--- config.mk ---
export PLATFORM = sky130hd
export DESIGN_NAME = dram_cmd_guard
export DESIGN_NICKNAME = d
export VERILOG_FILES = /design/src/rtl/dram_cmd_guard_pkg.sv /design/src/rtl/cmd_decode.sv /design/src/rtl/bank_tracker.sv /design/src/rtl/elapsed_timer.sv /design/src/rtl/dram_cmd_guard.sv
export SDC_FILE = /design/constraint.sdc
export NUM_CORES = 1
export LEC_CHECK = 0
export ABC_AREA = 1
export BUFFER_PORTS_ARGS = -buffer_cell sky130_fd_sc_hd__buf_2
export CAP_MARGIN = 20
export CORE_MARGIN = 2
export CORE_UTILIZATION = 49
export CTS_CLUSTER_SIZE = 14
export DETAILED_ROUTE_END_ITERATION = 7
export MAX_ROUTING_LAYER = met4
export PLACE_DENSITY = 0.75
export SLEW_MARGIN = 20
export SYNTH_ARGS = -nofsm -noshare
export SYNTH_HDL_FRONTEND = slang
export SYNTH_SLANG_ARGS = --single-unit
--- constraint.sdc ---
create_clock -name clk -period 1.3 [get_ports clk]
set_clock_uncertainty 0.15 [all_clocks]
set_input_delay 0.13 -clock clk [delete_from_list [all_inputs] [get_ports clk]]
set_output_delay 0.13 -clock clk [all_outputs]
set_load 0.05 [all_outputs]
--- src/rtl/dram_cmd_guard_pkg.sv ---
// Shared command encoding and decoded strobe bundle for the command guard.
// Assumes commands arrive already decoded to a 4-bit code.
package dram_cmd_guard_pkg;

    typedef enum logic [3:0] {
        CMD_NOP   = 4'd0,
        CMD_ACT   = 4'd1,
        CMD_READ  = 4'd2,
        CMD_WRITE = 4'd3,
        CMD_PRE   = 4'd4,
        CMD_PREA  = 4'd5,
        CMD_MRS   = 4'd6,
        CMD_REF   = 4'd7,
        CMD_SRE   = 4'd8,
        CMD_SRX   = 4'd9
    } cmd_e;

    typedef struct packed {
        logic act;
        logic pre;
        logic prea;
        logic mrs;
        logic read;
        logic srx;
    } cmd_strobe_t;

    typedef struct packed {
        logic mrs_open;
        logic mrs_trp;
        logic read_dll;
    } viol_t;

endpackage

--- src/rtl/cmd_decode.sv ---
// Turns a valid-qualified command code into one strobe per command of interest.
// Assumes at most one command per cycle; codes outside the table give no strobe.
module cmd_decode
    import dram_cmd_guard_pkg::*;
(
    input  logic        cmd_valid,
    input  logic [3:0]  cmd_code,
    output cmd_strobe_t stb
);

    cmd_e code;

    // Decode the code into strobes, all gated by the valid flag.
    always_comb begin
        code     = cmd_e'(cmd_code);
        stb      = '0;
        stb.act  = cmd_valid && (code == CMD_ACT);
        stb.pre  = cmd_valid && (code == CMD_PRE);
        stb.prea = cmd_valid && (code == CMD_PREA);
        stb.mrs  = cmd_valid && (code == CMD_MRS);
        stb.read = cmd_valid && (code == CMD_READ);
        stb.srx  = cmd_valid && (code == CMD_SRX);
    end

endmodule

--- src/rtl/bank_tracker.sv ---
// Keeps one open/closed bit per bank and flags a precharge that closes the
// last open bank. Assumes strobes are mutually exclusive within a cycle.
module bank_tracker #(
    parameter int unsigned BANK_W = 2,
    localparam int unsigned NB    = 1 << BANK_W
) (
    input  logic              clk,
    input  logic              rst_n,
    input  logic              act,
    input  logic              pre,
    input  logic              prea,
    input  logic [BANK_W-1:0] bank,
    output logic [NB-1:0]     open_q,
    output logic              last_close
);

    logic [NB-1:0] sel;

    // One-hot select of the addressed bank.
    always_comb sel = NB'(1) << bank;

    for (genvar i = 0; i < NB; i++) begin : g_bank
        // Per-bank state: activate opens, precharge or precharge-all closes.
        always_ff @(posedge clk) begin
            if (!rst_n)                 open_q[i] <= 1'b0;
            else if (prea)              open_q[i] <= 1'b0;
            else if (act && sel[i])     open_q[i] <= 1'b1;
            else if (pre && sel[i])     open_q[i] <= 1'b0;
        end

        p_act_opens_r2: assert property (@(posedge clk) disable iff (!rst_n)
            (act && sel[i]) |=> open_q[i]);
    end

    // A precharge to an open bank while every other bank is closed.
    always_comb last_close = pre && |(open_q & sel) && ((open_q & ~sel) == '0);

    p_prea_clears_r2: assert property (@(posedge clk) disable iff (!rst_n)
        prea |=> (open_q == '0));

    p_last_close_r5: assert property (@(posedge clk) disable iff (!rst_n)
        last_close |=> (open_q == '0));

endmodule

--- src/rtl/elapsed_timer.sv ---
// Saturating cycle counter: restart sets it to one elapsed cycle, and done
// rises once LIMIT cycles have passed. Reset starts it saturated.
// Assumes LIMIT >= 1.
module elapsed_timer #(
    parameter int unsigned LIMIT = 3,
    localparam int unsigned CW   = $clog2(LIMIT + 1)
) (
    input  logic clk,
    input  logic rst_n,
    input  logic restart,
    output logic done
);

    logic [CW-1:0] cnt_q;

    // Count cycles since the last restart, stopping at LIMIT.
    always_ff @(posedge clk) begin
        if (!rst_n)                    cnt_q <= CW'(LIMIT);
        else if (restart)              cnt_q <= CW'(1);
        else if (cnt_q != CW'(LIMIT))  cnt_q <= cnt_q + 1'b1;
    end

    // Window has elapsed when the counter sits at its ceiling.
    always_comb done = (cnt_q == CW'(LIMIT));

    p_done_holds_r4: assert property (@(posedge clk) disable iff (!rst_n)
        (done && !restart) |=> done);

    if (LIMIT > 1) begin : g_restart_chk
        p_restart_clears_r7: assert property (@(posedge clk) disable iff (!rst_n)
            restart |=> !done);
    end

endmodule

--- src/rtl/dram_cmd_guard.sv ---
// Command guard top: judges mode register set and read commands against bank
// state, precharge recovery time and DLL lock time in the cycle they appear.
// Assumes one decoded command per cycle and DLL writes reported separately.
module dram_cmd_guard
    import dram_cmd_guard_pkg::*;
#(
    parameter int unsigned BANK_W      = 2,
    parameter int unsigned TRP_CYCLES  = 3,
    parameter int unsigned LOCK_CYCLES = 200,
    localparam int unsigned NB         = 1 << BANK_W
) (
    input  logic              clk,
    input  logic              rst_n,
    input  logic              cmd_valid,
    input  logic [3:0]        cmd_code,
    input  logic [BANK_W-1:0] cmd_bank,
    input  logic              dll_wr_valid,
    input  logic              dll_wr_enable,
    output logic              cmd_allow,
    output logic              viol_mrs_open,
    output logic              viol_mrs_trp,
    output logic              viol_read_dll
);

    cmd_strobe_t   stb;
    logic [NB-1:0] bank_open;
    logic          last_close;
    logic          trp_done;
    logic          lock_done;
    logic          lock_restart;
    logic          dll_on_q;
    logic          dll_ready;
    viol_t         viol;

    cmd_decode i_decode (
        .cmd_valid (cmd_valid),
        .cmd_code  (cmd_code),
        .stb       (stb)
    );

    bank_tracker #(.BANK_W(BANK_W)) i_banks (
        .clk        (clk),
        .rst_n      (rst_n),
        .act        (stb.act),
        .pre        (stb.pre),
        .prea       (stb.prea),
        .bank       (cmd_bank),
        .open_q     (bank_open),
        .last_close (last_close)
    );

    elapsed_timer #(.LIMIT(TRP_CYCLES)) i_trp_timer (
        .clk     (clk),
        .rst_n   (rst_n),
        .restart (stb.prea || last_close),
        .done    (trp_done)
    );

    // Lock wait restarts on an enable write, or on self-refresh exit without a DLL write.
    always_comb lock_restart = (dll_wr_valid && dll_wr_enable) || (!dll_wr_valid && stb.srx);

    elapsed_timer #(.LIMIT(LOCK_CYCLES)) i_lock_timer (
        .clk     (clk),
        .rst_n   (rst_n),
        .restart (lock_restart),
        .done    (lock_done)
    );

    // DLL on/off state: a DLL write wins, otherwise self-refresh exit turns it on.
    always_ff @(posedge clk) begin
        if (!rst_n)            dll_on_q <= 1'b0;
        else if (dll_wr_valid) dll_on_q <= dll_wr_enable;
        else if (stb.srx)      dll_on_q <= 1'b1;
    end

    // Reads are safe only once the DLL is on and its lock wait has run out.
    always_comb dll_ready = dll_on_q && lock_done;

    // Rule checks; an open bank takes precedence over the recovery window.
    always_comb begin
        viol.mrs_open = stb.mrs && |bank_open;
        viol.mrs_trp  = stb.mrs && !(|bank_open) && !trp_done;
        viol.read_dll = stb.read && !dll_ready;
    end

    // Drive the verdict ports.
    always_comb begin
        viol_mrs_open = viol.mrs_open;
        viol_mrs_trp  = viol.mrs_trp;
        viol_read_dll = viol.read_dll;
        cmd_allow     = !(viol.mrs_open || viol.mrs_trp || viol.read_dll);
    end

    p_one_viol_r11: assert property (@(posedge clk) disable iff (!rst_n)
        $onehot0({viol_mrs_open, viol_mrs_trp, viol_read_dll}));

    p_viol_drops_allow_r3: assert property (@(posedge clk) disable iff (!rst_n)
        (viol_mrs_open || viol_mrs_trp || viol_read_dll) |-> !cmd_allow);

    p_idle_quiet_r10: assert property (@(posedge clk) disable iff (!rst_n)
        !cmd_valid |-> (cmd_allow && !viol_mrs_open && !viol_mrs_trp && !viol_read_dll));

    p_disable_blocks_r9: assert property (@(posedge clk) disable iff (!rst_n)
        (dll_wr_valid && !dll_wr_enable) |=> !dll_ready);

    p_srx_restarts_r8: assert property (@(posedge clk) disable iff (!rst_n)
        (stb.srx && !dll_wr_valid) |=> dll_on_q);

endmodule

=== Word level (Yosys, flattened, before mapping) ===
Index checks and enable logic that the tools add are counted.

* Register bits after elaboration: 15
* Bits of input ports: 11

* Add/subtract/negate cells: 2
* Equality and inequality tests: 10
* Shift-type cells: 1
* Multiplexer cells: 14
* Bitwise operators: 4
* Reduce and logical (&&, ||, !) cells: 45

{| class="wikitable"
|+ Operators by type and width
! kind !! count
|-
| 1-bit logical AND || 23
|-
| 8-bit two-way mux || 2
|-
| 2-bit nonzero test || 7
|-
| 4-bit by 3-bit equality test with 1-bit output (second input constant) || 3
|-
| 1-bit two-way mux || 10
|-
| 8-bit by 1-bit adder with 8-bit output (second input constant) || 1
|-
| 4-bit AND || 2
|-
| 8-bit equality test (second input constant) || 1
|-
| 8-bit != test (second input constant) || 1
|-
| 4-bit OR reduction || 2
|-
| 2-bit OR reduction || 3
|-
| 1-bit logical NOT || 5
|-
| 4-bit by 1-bit equality test with 1-bit output (second input constant) || 1
|-
| 4-bit by 2-bit equality test with 1-bit output (second input constant) || 1
|-
| 4-bit equality test (second input constant) || 1
|-
| 4-bit logical NOT || 1
|-
| 1-bit logical OR || 4
|-
| 2-bit two-way mux || 2
|-
| 4-bit inverter || 1
|-
| 1-bit by 2-bit left shift with 4-bit output (first input constant) || 1
|-
| 2-bit by 1-bit adder with 2-bit output (second input constant) || 1
|-
| 2-bit equality test (second input constant) || 1
|-
| 2-bit != test (second input constant) || 1
|-
| 1-bit inverter || 1
|}

=== Longest topological paths before layout ===
Gate-level depths: netlist (run 1).

* Depth in word-level cells: 7
* Mapped depth: 9

=== Cells and area by module ===
Synthesis (run 1) repeated with hierarchy kept, for this count alone.

* Cell total of the unflattened synthesis: 149
* Area, all modules: 982.2 sq um

{| class="wikitable"
|+ By module, submodules not included
! module !! times used !! cells each !! area each (sq um) !! sequential area each (sq um)
|-
| elapsed_timer (i_lock_timer) || 1 || 62 || 431.7 || 160.2
|-
| bank_tracker || 1 || 38 || 264.0 || 80.1
|-
| dram_cmd_guard || 1 || 20 || 112.6 || 20.0
|-
| elapsed_timer (i_trp_timer) || 1 || 13 || 105.1 || 40.0
|-
| cmd_decode || 1 || 16 || 68.8 || 0.0
|}

=== Least setup slack after synthesis (run 1) ===
OpenSTA, ideal clock, no wires.

* Path kind: reg-to-output
* Start: reg i_trp_timer.cnt_q[0]
* End: out viol_mrs_trp
* Data arrival time: 1639 ps
* Slack: -619 ps
* Cell stages (with the launch flop): 3
* Path buffers: 0
* Cell sequence: dfxtp_1 ha_1 nor3_1

* Cells in the longest elaborated chain, start to end: 3

{| class="wikitable"
|+ Ends and longest elaborated chain
! what !! RTL line !! source
|-
| start: declaration || elapsed_timer.sv:14 || <nowiki>logic [CW-1:0] cnt_q;</nowiki>
|-
| start signal: assignment || elapsed_timer.sv:18 || <nowiki>if (!rst_n) cnt_q <= CW'(LIMIT);</nowiki>
|-
| start signal: assignment || elapsed_timer.sv:20 || <nowiki>else if (cnt_q != CW'(LIMIT)) cnt_q <= cnt_q + 1'b1;</nowiki>
|-
| 2-bit equality test || elapsed_timer.sv:24 || <nowiki>always_comb done = (cnt_q == CW'(LIMIT));</nowiki>
|-
| 1-bit logical NOT || dram_cmd_guard.sv:82 || <nowiki>viol.mrs_trp = stb.mrs && !(|bank_open) && !trp_done;</nowiki>
|-
| 1-bit logical AND || dram_cmd_guard.sv:82 ||
|-
| end: declaration || dram_cmd_guard.sv:21 || <nowiki>output logic viol_mrs_trp,</nowiki>
|}

No other way between the ends.

=== Final worst setup path (run 1) ===
* Start: reg i_lock_timer.cnt_q[1]
* End: out cmd_allow

* Cells in the longest elaborated chain, start to end: 6

{| class="wikitable"
|+ Ends and longest elaborated chain
! what !! RTL line !! source
|-
| start: declaration || elapsed_timer.sv:14 ||
|-
| start signal: assignment || elapsed_timer.sv:18 ||
|-
| start signal: assignment || elapsed_timer.sv:20 ||
|-
| 8-bit equality test || elapsed_timer.sv:24 ||
|-
| 1-bit logical AND || dram_cmd_guard.sv:77 || <nowiki>always_comb dll_ready = dll_on_q && lock_done;</nowiki>
|-
| 1-bit logical NOT || dram_cmd_guard.sv:83 || <nowiki>viol.read_dll = stb.read && !dll_ready;</nowiki>
|-
| 1-bit logical AND || dram_cmd_guard.sv:83 ||
|-
| 1-bit logical OR || dram_cmd_guard.sv:91 || <nowiki>cmd_allow = !(viol.mrs_open || viol.mrs_trp || viol.read_dll);</nowiki>
|-
| 1-bit logical NOT || dram_cmd_guard.sv:91 ||
|-
| end: declaration || dram_cmd_guard.sv:19 || <nowiki>output logic cmd_allow,</nowiki>
|}

No other way between the ends.

==> metrics.md, run 1 <==
| Metric | Value |
|---|---|
| Status | `finished, violations left` |
| Violated checks | `negative setup slack` |
| Net count of the finished layout | `roughly 220` |
| Layout cells sized above 1 | `42.16%` |
| Number of buffers and inverters on the critical path | `3` |
| Max-cap violations | `0` |
| Number of synthesis warnings | `0` |
| Insertion delay to the later sink of the worst-skew pair | `290 ps` |
| Capture instance of the worst register-to-register path | `i_lock_timer.cnt_q[1]` |
| Max-slew headroom | `between 60% and 70%` |
| Most used standard cells in the synthesized netlist | `50 x sky130_fd_sc_hd__nand2_1, 27 x sky130_fd_sc_hd__inv_1, 16 x sky130_fd_sc_hd__nand3_1, 16 x sky130_fd_sc_hd__nor2_1, 15 x sky130_fd_sc_hd__dfxtp_1` |
| Grt ovf | `0` |
| Number of buffers on the longest clock path | `2` |
| Top-count cell post-synth | `sky130_fd_sc_hd__nand2_1` |
| Leading cell types by total area after synthesis | `sky130_fd_sc_hd__dfxtp_1 31%, sky130_fd_sc_hd__nand2_1 19%, sky130_fd_sc_hd__inv_1 10%, sky130_fd_sc_hd__nand3_1 8.2%, sky130_fd_sc_hd__nor2_1 6.1%` |
| Number of instances in the synthesized netlist | `162` |
| Starting utilization of the core area | `50.91%` |
| CTS H-tree lvls | `1` |
| Cells along the critical path | `inv_2 > ha_4 > nand2_4 > nor2_4 > nand3_2 > nand3_2 > nand2_2 > clkinvlp_4 > buf_8` |
| EDFF count, synth | `0` |
| Mean instance size in the synthesized netlist | `6.040 sq um` |
| CTS tree | `done` |
| I/O pins | `15` |
| Worst hold endpoint | `dll_on_q` |
| Number of sinks on the clock net | `15` |
| Final critical-path setup slack | `-417.0 ps` |
| Area of all placed cells without fillers | `1468 sq um` |
| Post-route DRC violation count | `0` |
| Drt total wl | `about 2500 um` |
| Arrival @ worst endpoint | `1440 ps` |
| Overall fraction of global-route tracks in use | `22.58%` |
| Fraction of registers with async set/reset | `0%` |
| Synthesized net count | `176` |
| Number of global-route vias before repair | `a little over 1000` |
| Number of detailed-route iterations in the first pass | `4` |
| Synth top area share | `around 30%` |
| Setup repair after global routing missed its margin | `true` |
| Die outline area | `2370 sq um` |
| Startpoint class of the critical path | `flop` |
| Longest individual stage delay on the worst path | `340 ps` |
| Number of vias after detailed routing | `around 1100` |
| DP HPWL | `about 1800 um` |
| Count of distinct cell types in the synthesized netlist | `22` |
| Pin count of the biggest net entering global routing | `10` |
| Peak VDD IR | `0.7187 mV` |
| Syn Std Cell Area | `978.4 sq um` |
| Top fanout value on the critical path | `2` |
| Detailed-route vias per instance | `4.831` |
| Gpl congestion | `0.8797` |
| CTS Buf Count | `3` |
| Area post-placement | `around 1300 sq um` |
| Post-DR wirelength/cell | `10.80 um` |
| Leading area contributor after synthesis | `sky130_fd_sc_hd__dfxtp_1` |
| Final clock period utilization by the worst path | `132.1%` |
| Most repeated library cell on the critical path | `sky130_fd_sc_hd__nand3_2` |
| Standard-cell rows | `16` |
| Power Total | `1404 uW` |
| Fin. Hold Viols | `0` |
| Number of max-slew violations in the final report | `0` |
| Kind of cell with the highest combined delay on the critical path | `simple AND/OR/NAND/NOR gates` |
| Layout-stage area growth over the synthesis result | `50.00%` |
| Cell at the root of the clock tree | `sky130_fd_sc_hd__clkbuf_4` |
| Number of cells traversed by the worst register-to-register path | `11` |
| Die width | `48.69 um` |
| Number of nets with antenna violations after routing | `0` |
| Final setup violation count | `7` |
| Standby leakage power | `0.0007929 uW` |
| Crit. End Element | `output port` |
| Max Clock Freq | `582.4 MHz` |
| Worst-Margin Slew | `448.3 ps` |
| Worst Min Path Start | `dll_wr_enable` |
| First-pass GRT wire length | `between 4000 and 5000 um` |
| Most used flip-flop cell after synthesis | `sky130_fd_sc_hd__dfxtp_1` |
| Post-synthesis register bit count | `15` |
| Post-layout minimum cycle time | `around 1700 ps` |
| Class of the worst hold path | `in2reg` |
| Sequential-to-total area share from yosys stat | `30.69%` |
| Reg2Reg Setup Slack | `-140 ps` |
| Die height | `approximately 49 um` |
| Clock-pin slew on the worst setup and hold paths | `100 ps` |
| Core area | `1922 sq um` |
| Startpoint of the most critical register-to-register path | `i_lock_timer.cnt_q[1]` |
| Critical Path RT | `between 1000 and 1500 ps` |
| Power per unit of standard cell area | `956.4 nW/um^2` |
| Port Buf Inserts | `14` |
| Number of cells on the worst hold path | `5` |
| Initial antenna violation count | `0` |
| Initial DRC count | `22` |
| Ant. Diodes | `0` |
| Cell with the largest stage delay on the worst path | `sky130_fd_sc_hd__dfxtp_2` |
| Startpoint-to-endpoint class of the critical path | `reg2out` |
==> cells in the final DEF (no fill, tap or decap) <==
master                          count
sky130_fd_sc_hd__clkbuf_4           3
sky130_fd_sc_hd__dfxtp_2            8
sky130_fd_sc_hd__o21bai_1           1
sky130_fd_sc_hd__ha_4               3
sky130_fd_sc_hd__dfxtp_1            7
sky130_fd_sc_hd__buf_4             20
sky130_fd_sc_hd__buf_6              5
sky130_fd_sc_hd__xnor2_1            1
sky130_fd_sc_hd__nand2_2            6
sky130_fd_sc_hd__o21ai_2            2
sky130_fd_sc_hd__buf_8              1
sky130_fd_sc_hd__nor2_1            14
sky130_fd_sc_hd__or2_4              1
sky130_fd_sc_hd__clkinvlp_4         1
sky130_fd_sc_hd__o21ai_0            1
sky130_fd_sc_hd__xor2_1             2
sky130_fd_sc_hd__dlygate4sd3_1      2
sky130_fd_sc_hd__nand2_4            1
sky130_fd_sc_hd__a21oi_4            1
sky130_fd_sc_hd__nor3_4             1
sky130_fd_sc_hd__buf_2             10
sky130_fd_sc_hd__a21oi_1            1
sky130_fd_sc_hd__nand3_1           13
sky130_fd_sc_hd__clkinv_2           1
sky130_fd_sc_hd__nor3_1             1
sky130_fd_sc_hd__inv_1             23
sky130_fd_sc_hd__inv_2              9
sky130_fd_sc_hd__nand3_2            3
sky130_fd_sc_hd__nand2_1           47
sky130_fd_sc_hd__nor2_2             4
sky130_fd_sc_hd__nor2_4             5
sky130_fd_sc_hd__a21oi_2            1
sky130_fd_sc_hd__a21o_1             1
sky130_fd_sc_hd__o211ai_1           1
sky130_fd_sc_hd__nand4_1            1
sky130_fd_sc_hd__o21ai_1            2
==> worst register-to-register path: cells and delay by family (launching register included) <==
family	cells	cell delay (ps)
and+or+nand+nor	6	390
DFF	1	360
buffers and inverters	4	350
adders and majority gates	1	160
==> through the flow <==
step | hold slack (ps) | setup TNS [ps] | util [%] | setup slack, ps | cells
2_1_floorplan | 48.72 | -254.9 | - | -121.4 | 162
3_3_place_gp | 230.0 | -352.5 | 66.21 | -179.1 | 223
3_5_place_dp | 231.6 | -493.4 | 66.21 | -204.5 | 223
4_1_cts | 40.81 | -1278 | 73.70 | -380.5 | 231
5_1_grt | 92.04 | -1960 | 76.37 | -505.1 | 231
6_report | 32.36 | -1359 | 76.37 | -417.0 | 231
==> repair_timing <==
action                     4_1_cts  5_1_grt
pin swaps                        9        5
buffers inserted                 2        0
cloned                           0        0
hold buffers                     2        0
gates resized for setup         27       10
setup endpoints to repair        7       13
hold endpoints to repair         6        0
==> worst max path at each step <==
stage	from	end	slack (ps)	depth (start not counted)
CTS	i_lock_timer.cnt_q[0]	cmd_allow	-380	9
global route	i_lock_timer.cnt_q[1]	cmd_allow	-510	9
finish	i_lock_timer.cnt_q[1]	cmd_allow	-420	9
global placement	i_lock_timer.cnt_q[1]	cmd_allow	-180	9
detailed placement	i_lock_timer.cnt_q[0]	cmd_allow	-200	9
floorplan	i_lock_timer.cnt_q[0]	cmd_allow	-120	8
==> area by class of cell <==
class / count / area, sq um
inverter: 33 / 127.6
tap: 27 / 33.78
clock inverter: 1 / 5.005
fill: 136 / 454.2
clock buffer: 3 / 22.52
multi-input combinational: 114 / 676.9
sequential: 15 / 310.3
timing repair buffer: 38 / 291.5
==> sequential cells by signal (all words and copies together), names as in the netlist <==
register	flops
i_trp_timer.cnt_q	2
i_banks.open_q	4
dll_on_q	1
i_lock_timer.cnt_q	8
==> power breakdown <==
part | internal [uW] | switching (uW) | total, uW
sequential | 515 | 42.6 | 557
clock | 114 | 165 | 280
combinational | 288 | 279 | 567
==> layer usage <==
layer  track usage, %  part of all wire (%)  vias up
met3            4.012                   3.6        2
met4            7.143                  0.60        0
li1                 -                     -      579
met5                -                     0        -
met1            25.78                    47      509
met2            39.95                    49       26
==> cells by family (layout without fill, tap and decap cells) <==
| logic type | Yosys count | after routing | share of synthesized area, % |
|---|---|---|---|
| AND/OR/NAND/NOR | 97 | 97 | 43.35 |
| buffers and inverters | 33 | 75 | 12.66 |
| flip-flops | 15 | 15 | 30.69 |
| AO/OA/AOI/OAI | 11 | 11 | 6.778 |
| adder cells (fa/ha/maj) | 3 | 3 | 3.837 |
| XOR/XNOR | 3 | 3 | 2.686 |
(Power assumes the default switching activity.)
==> inputs of run 2 (changes only) <==
==> constraint.sdc (replaced) <==
create_clock -name clk -period 1.4 [get_ports clk]
set_clock_uncertainty 0.15 [all_clocks]
set_input_delay 0.14 -clock clk [delete_from_list [all_inputs] [get_ports clk]]
set_output_delay 0.14 -clock clk [all_outputs]
set_load 0.05 [all_outputs]
==> metrics.md, run 2 (synthesis results as in run 1) <==
| Metric | Value |
|---|---|
| Status | `finished, violations left` |
| Violated checks | `negative setup slack` |
| Most common cell after layout, fill and taps aside | `sky130_fd_sc_hd__nand2_1` |
| Max-cap violations | `0 (unchanged)` |
| Most repeated library cell on the critical path | `sky130_fd_sc_hd__nand2_2` |
| Overall fraction of global-route tracks in use | `24.19% (+1.6 points)` |
| Die outline area | `2370 sq um (unchanged)` |
| I/O pins | `15 (unchanged)` |
| Crit. path cell count | `9 (unchanged)` |
| Die width | `48.69 um (unchanged)` |
| Top library cells by usage in the layout, fill and taps aside | `47 x sky130_fd_sc_hd__nand2_1, 23 x sky130_fd_sc_hd__inv_1, 18 x sky130_fd_sc_hd__buf_4` |
| Standby leakage power | `0.0007704 uW (-2.8%)` |
| Crit. End Element | `output port` |
| Critical Path RT | `1110 ps (+90 ps)` |
| Cell with the largest stage delay on the worst path | `sky130_fd_sc_hd__dfxtp_2` |
| Final critical-path setup slack | `-377.0 ps (+39.97 ps)` |
| Registers with the most flip-flops | `i_lock_timer.cnt_q: 8 flops, i_banks.open_q: 4 flops, i_trp_timer.cnt_q: 2 flops` |
| CTS Buf Count | `3 (unchanged)` |
| Number of nets with antenna violations after routing | `0 (unchanged)` |
| Fin. Hold Viols | `0 (unchanged)` |
| Drt total wl | `2701 um (+8.3%)` |
| Net count of the finished layout | `218 (-0.46%)` |
| Capture instance of the worst register-to-register path | `i_trp_timer.cnt_q[1]` |
| Initial antenna violation count | `0 (unchanged)` |
| First-pass GRT wire length | `4367 um (+6.7%)` |
| Critical Path Source | `i_lock_timer.cnt_q[1]` |
| Startpoint class of the critical path | `flop` |
| Number of max-slew violations in the final report | `0 (unchanged)` |
| Layout cells sized above 1 | `38.92% (-3.2 points)` |
| Capturing instance or port of the critical path | `cmd_allow` |
| Class of the worst hold path | `in2reg` |
| Final clock period utilization by the worst path | `126.9%` |
| Power per unit of standard cell area | `882.5 nW/um^2 (-7.7%)` |
| Startpoint of the most critical register-to-register path | `i_trp_timer.cnt_q[0]` |
| Setup repair after global routing missed its margin | `true` |
| Max Clock Freq | `around 560 MHz` |
| Layout-stage area growth over the synthesis result | `46.42%` |
| Cells along the critical path | `inv_2 > ha_4 > nand2_2 > nor2_4 > nand3_2 > nand3_4 > nand2_2 > clkinvlp_4 > buf_8` |
| Worst-Margin Slew | `276.9 ps (-171.4 ps)` |
| Ant. Diodes | `0 (unchanged)` |
| Number of cells traversed by the worst register-to-register path | `7 (-4)` |
| Post-layout minimum cycle time | `~1800 ps` |
| Post-route DRC violation count | `0 (unchanged)` |
| Final setup violation count | `5 (-2)` |
| Power Total | `1264 uW (-9.9%)` |
| Grt ovf | `0 (unchanged)` |
| Cell at the root of the clock tree | `sky130_fd_sc_hd__clkbuf_4` |
| Pin count of the biggest net entering global routing | `9 (-1)` |
| Startpoint-to-endpoint class of the critical path | `reg2out` |
| Number of global-route vias before repair | `1144 (+10%)` |
| Clock-pin slew on the worst setup and hold paths | `90 ps (about the same)` |
| Die height | `48.69 um (unchanged)` |
| Longest individual stage delay on the worst path | `340 ps (about the same)` |
| DP HPWL | `1891 um (+5.5%)` |
| Kind of cell with the highest combined delay on the critical path | `simple AND/OR/NAND/NOR gates` |
| Number of buffers on the longest clock path | `2 (unchanged)` |
| Insertion delay to the later sink of the worst-skew pair | `290 ps (about the same)` |
| Arrival @ worst endpoint | `1490 ps (+50 ps)` |
| Detailed-route vias per instance | `4.848 (+0.34%)` |
| Gpl congestion | `0.8168 (-7.2%)` |
| Top fanout value on the critical path | `2 (unchanged)` |
| CTS H-tree lvls | `1 (unchanged)` |
| Register with the most flip-flops | `i_lock_timer.cnt_q` |
| Number of vias after detailed routing | `1115 (-0.090%)` |
| Starting utilization of the core area | `50.91% (unchanged)` |
| Reg2Reg Setup Slack | `-30 ps (+110 ps)` |
| CTS tree | `done` |
| Peak VDD IR | `0.6045 mV (-16%)` |
| Port Buf Inserts | `14 (unchanged)` |
| Number of sinks on the clock net | `15 (unchanged)` |
| Core area | `1922 sq um (unchanged)` |
| Number of buffers and inverters on the critical path | `3 (unchanged)` |
| Number of detailed-route iterations in the first pass | `4 (unchanged)` |
| Standard-cell rows | `16 (unchanged)` |
| Initial DRC count | `16 (-27%)` |
| Post-DR wirelength/cell | `11.74 um (+8.7%)` |
| Finished Core Util | `74.54% (-1.8 points)` |
| Max-slew headroom | `81.40% (+12 points)` |
| Number of flip-flops under the largest register name | `8 (unchanged)` |
-- run 2: cell count changes in the layout (fill, tap and decap cells not counted), sizes merged --
cell and change:
clkbuf +1, clkinvlp +1, dlygate4sd3 -1, clkinv -1, inv -1
-- run 2: final cells by class --
class                   instances  area, sq um
multi-input cells             114        639.4
fillers                       156        489.2
flip-flops and latches         15        309.0
repair buffers                 37        292.8
inverters                      33        131.4
well taps                      27        33.78
clock buffers                   4        26.28
-- run 2: worst min path at each step --
stage	startpoint	endpoint	cells after the start
6_report	dll_wr_valid	dll_on_q	4
5_1_grt	dll_wr_valid	dll_on_q	4
4_1_cts	dll_wr_valid	dll_on_q	4
3_5_place_dp	rst_n	i_trp_timer.cnt_q[1]	2
3_3_place_gp	rst_n	i_trp_timer.cnt_q[1]	2
2_1_floorplan	rst_n	i_lock_timer.cnt_q[3]	1
-- run 2: metrics by stage --
step | instance area (sq um) | setup TNS, ps | hold WS [ps] | worst slack [ps] | instances
2_1_floorplan | 1013 | -296.2 | 58.72 | -115.5 | 162
3_3_place_gp | 1252 | -120.0 | 237.6 | -99.63 | 221
3_5_place_dp | 1252 | -212.7 | 246.9 | -142.1 | 221
4_1_cts | 1409 | -867.1 | 3.428 | -327.3 | 230
5_1_grt | 1433 | -1244 | 69.63 | -439.6 | 230
6_report | 1433 | -935.4 | 21.88 | -377.0 | 230
-- run 2: timing repair --
action                                  in CTS  in global routing
hold buffers                                 1                  0
gates resized for setup                     28                  4
endpoints found under the setup margin       5                 10
pin swaps                                    6                  5
hold endpoints to repair                     4                  0
gates cloned                                 0                  0
setup buffers                                4                  1
-- run 2: worst register-to-register path, stage by stage, from the launching register on --
cell and delay (ps):
sky130_fd_sc_hd__dfxtp_2 330, sky130_fd_sc_hd__ha_1 210, sky130_fd_sc_hd__buf_6 130, sky130_fd_sc_hd__or2_2 280, sky130_fd_sc_hd__o21ai_0 80, sky130_fd_sc_hd__nor2_1 70
sky130_fd_sc_hd__nand2_1 70, sky130_fd_sc_hd__nand2_1 40
-- run 2: per-layer routing --
layer,routed length [um],track usage [%]
met1,1025,21.71
met4,79,12.38
met3,68,3.086
met5,0,-
met2,1528,48.40
-- run 2: power by group --
| group | total [uW] | switching [uW] | internal, uW |
|---|---|---|---|
| registers | 500 | 25.5 | 475 |
| logic | 509 | 252 | 257 |
| clock network | 255 | 144 | 111 |
==> inputs of run 3 (changes only) <==
--- a/config.mk
+++ b/config.mk
@@ -14,6 +14,7 @@
 export DETAILED_ROUTE_END_ITERATION = 7
 export MAX_ROUTING_LAYER = met4
 export PLACE_DENSITY = 0.75
+export RECOVER_POWER = 100
 export SLEW_MARGIN = 20
 export SYNTH_ARGS = -nofsm -noshare
 export SYNTH_HDL_FRONTEND = slang
==> metrics.md, run 3 (synthesis results as in run 1) <==
| Metric | Value |
|---|---|
| Top fanout value on the critical path | `2 (unchanged)` |
| Ant. Diodes | `0 (unchanged)` |
| Longest individual stage delay on the worst path | `340 ps (about the same)` |
| Core area | `1922 sq um (unchanged)` |
| Finished Core Util | `74.15% (-0.39 points)` |
| Worst-Margin Slew | `341.3 ps (+64.35 ps)` |
| Number of cells on the worst hold path | `4 (unchanged)` |
| Final clock period utilization by the worst path | `126.9% (about the same)` |
| Status | `finished, violations left` |
| Worst Min Path Start | `dll_wr_valid` |
| Registers with the most flip-flops | `i_lock_timer.cnt_q: 8 flops, i_banks.open_q: 4 flops, i_trp_timer.cnt_q: 2 flops` |
| CTS Buf Count | `3 (unchanged)` |
| Cells along the critical path | `inv_2 > ha_4 > nand2_2 > nor2_4 > nand3_2 > nand3_4 > nand2_2 > clkinvlp_4 > buf_8` |
| Die outline area | `2370 sq um (unchanged)` |
| Area post-placement | `1252 sq um (unchanged)` |
| Initial antenna violation count | `0 (unchanged)` |
| Critical Path RT | `1110 ps (about the same)` |
| Final setup violation count | `5 (unchanged)` |
| Overall fraction of global-route tracks in use | `24.19% (unchanged)` |
| Layout-stage area growth over the synthesis result | `45.65%` |
| Starting utilization of the core area | `50.91% (unchanged)` |
| Number of nets with antenna violations after routing | `0 (unchanged)` |
| Most common cell after layout, fill and taps aside | `sky130_fd_sc_hd__nand2_1` |
| Count of filler cells inserted in the layout | `159 (+1.9%)` |
| Standard-cell rows | `16 (unchanged)` |
| Port Buf Inserts | `14 (unchanged)` |
| Reg2Reg Setup Slack | `-40 ps (about the same)` |
| Post-layout minimum cycle time | `1776 ps (-0.5840 ps)` |
| Class of the worst hold path | `in2reg` |
| Setup repair after global routing missed its margin | `true` |
| Die height | `48.69 um (unchanged)` |
| Post-DR wirelength/cell | `11.74 um (about the same)` |
| Number of global-route vias before repair | `1144 (unchanged)` |
| Arrival @ worst endpoint | `1490 ps (about the same)` |
| Most repeated library cell on the critical path | `sky130_fd_sc_hd__nand2_2` |
| Drt total wl | `2700 um (about the same)` |
| Cell with the largest stage delay on the worst path | `sky130_fd_sc_hd__dfxtp_2` |
| Max-slew headroom | `77.25% (-4.1 points)` |
| Grt ovf | `0 (unchanged)` |
| Total negative setup slack | `-944.4 ps (-8.972 ps)` |
| Startpoint class of the critical path | `flop` |
| Startpoint-to-endpoint class of the critical path | `reg2out` |
| Max-cap violations | `0 (unchanged)` |
| Number of cells traversed by the worst register-to-register path | `7 (unchanged)` |
| DP HPWL | `1891 um (unchanged)` |
| Max Clock Freq | `562.9 MHz (about the same)` |
| Register with the most flip-flops | `i_lock_timer.cnt_q` |
| Number of vias after detailed routing | `1113 (-0.18%)` |
| Cell at the root of the clock tree | `sky130_fd_sc_hd__clkbuf_4` |
| # placed instances | `221 (unchanged)` |
| CTS H-tree lvls | `1 (unchanged)` |
| Clock-pin slew on the worst setup and hold paths | `90 ps (about the same)` |
| Capture instance of the worst register-to-register path | `i_trp_timer.cnt_q[1]` |
| Power Total | `1260 uW (-0.38%)` |
| Peak VDD IR | `0.5961 mV (-1.4%)` |
| Startpoint of the most critical register-to-register path | `i_trp_timer.cnt_q[0]` |
| Post-route DRC violation count | `0 (unchanged)` |
| Detailed-route vias per instance | `4.839 (-0.18%)` |
| Power per unit of standard cell area | `883.8 nW/um^2 (+0.15%)` |
| Initial DRC count | `17 (+1)` |
| Number of sinks on the clock net | `15 (unchanged)` |
| Number of flip-flops under the largest register name | `8 (unchanged)` |
| Layout cells sized above 1 | `37.93% (-0.99 points)` |
| Pin count of the biggest net entering global routing | `9 (unchanged)` |
| Net count of the finished layout | `218 (unchanged)` |
| Number of max-slew violations in the final report | `0 (unchanged)` |
| Final critical-path setup slack | `-376.5 ps (+0.5840 ps)` |
| Final cell count without fillers | `230 (unchanged)` |
| Insertion delay to the later sink of the worst-skew pair | `290 ps (about the same)` |
| I/O pins | `15 (unchanged)` |
| Area of all placed cells without fillers | `1425 sq um (-0.52%)` |
| First-pass GRT wire length | `4367 um (unchanged)` |
| Crit. End Element | `output port` |
| Die width | `48.69 um (unchanged)` |
| Gpl congestion | `0.8168 (unchanged)` |
| CTS tree | `done` |
| Fin. Hold Viols | `0 (unchanged)` |
| Number of buffers on the longest clock path | `2 (unchanged)` |
| Number of detailed-route iterations in the first pass | `4 (unchanged)` |
| Worst hold endpoint | `dll_on_q` |
| Top library cells by usage in the layout, fill and taps aside | `47 x sky130_fd_sc_hd__nand2_1, 23 x sky130_fd_sc_hd__inv_1, 16 x sky130_fd_sc_hd__buf_4` |
| Violated checks | `negative setup slack` |
| Standby leakage power | `0.0007636 uW (-0.88%)` |
## run 3: stage by stage
step	hold WS, ps	worst slack [ps]
final	23.42	-376.5
after CTS	3.428	-327.3
after global placement	237.6	-99.63
after detailed placement	246.9	-142.1
after floorplan	58.72	-115.5
after global routing	70.68	-439.6
## run 3: final cells by class
cell class,count,area [sq um],area share [%]
Inverter,33,131.4,9.219
Clock buffer,4,26.28,1.844
Sequential cell,15,309.0,21.69
Multi-Input combinational cell,114,639.4,44.86
Tap cell,27,33.78,2.370
Timing Repair Buffer,37,285.3,20.02
## run 3: what timing repair did
| action | 4_1_cts | 5_1_grt |
|---|---|---|
| hold buffers | 1 | 0 |
| setup endpoints to repair | 5 | 10 |
| gates resized for setup | 28 | 4 |
| pin swaps | 6 | 5 |
| buffers inserted | 4 | 1 |
| endpoints found under the hold margin | 4 | 0 |
## run 3: worst max-delay path by stage
stage / start / to / cells past startpoint / slack, ps
3_5_place_dp: i_lock_timer.cnt_q[0] / cmd_allow / 9 / -140
6_report: i_lock_timer.cnt_q[1] / cmd_allow / 9 / -380
5_1_grt: i_lock_timer.cnt_q[1] / cmd_allow / 9 / -440
2_1_floorplan: i_trp_timer.cnt_q[0] / viol_mrs_trp / 2 / -120
4_1_cts: i_lock_timer.cnt_q[1] / cmd_allow / 9 / -330
3_3_place_gp: i_lock_timer.cnt_q[0] / cmd_allow / 9 / -100
## run 3: metal layers
| metal | wire (um) | GRT usage (%) |
|---|---|---|
| met1 | 1023 | 21.71 |
| met2 | 1528 | 48.40 |
| met3 | 68 | 3.086 |
| met4 | 79 | 12.38 |
| met5 | 0 | - |
## run 3: where the power goes
group,switching (uW),internal (uW)
Sequential,25.3,475
Combinational,252,253
Clock,143,111
Total,421,839
## run 3: critical path, delay by kind of cell (launching register included)
kind | cells | cell delay (ps)
buf+inv | 3 | 300
fa+ha+maj | 1 | 130
simple gates | 5 | 410
flops | 1 | 340
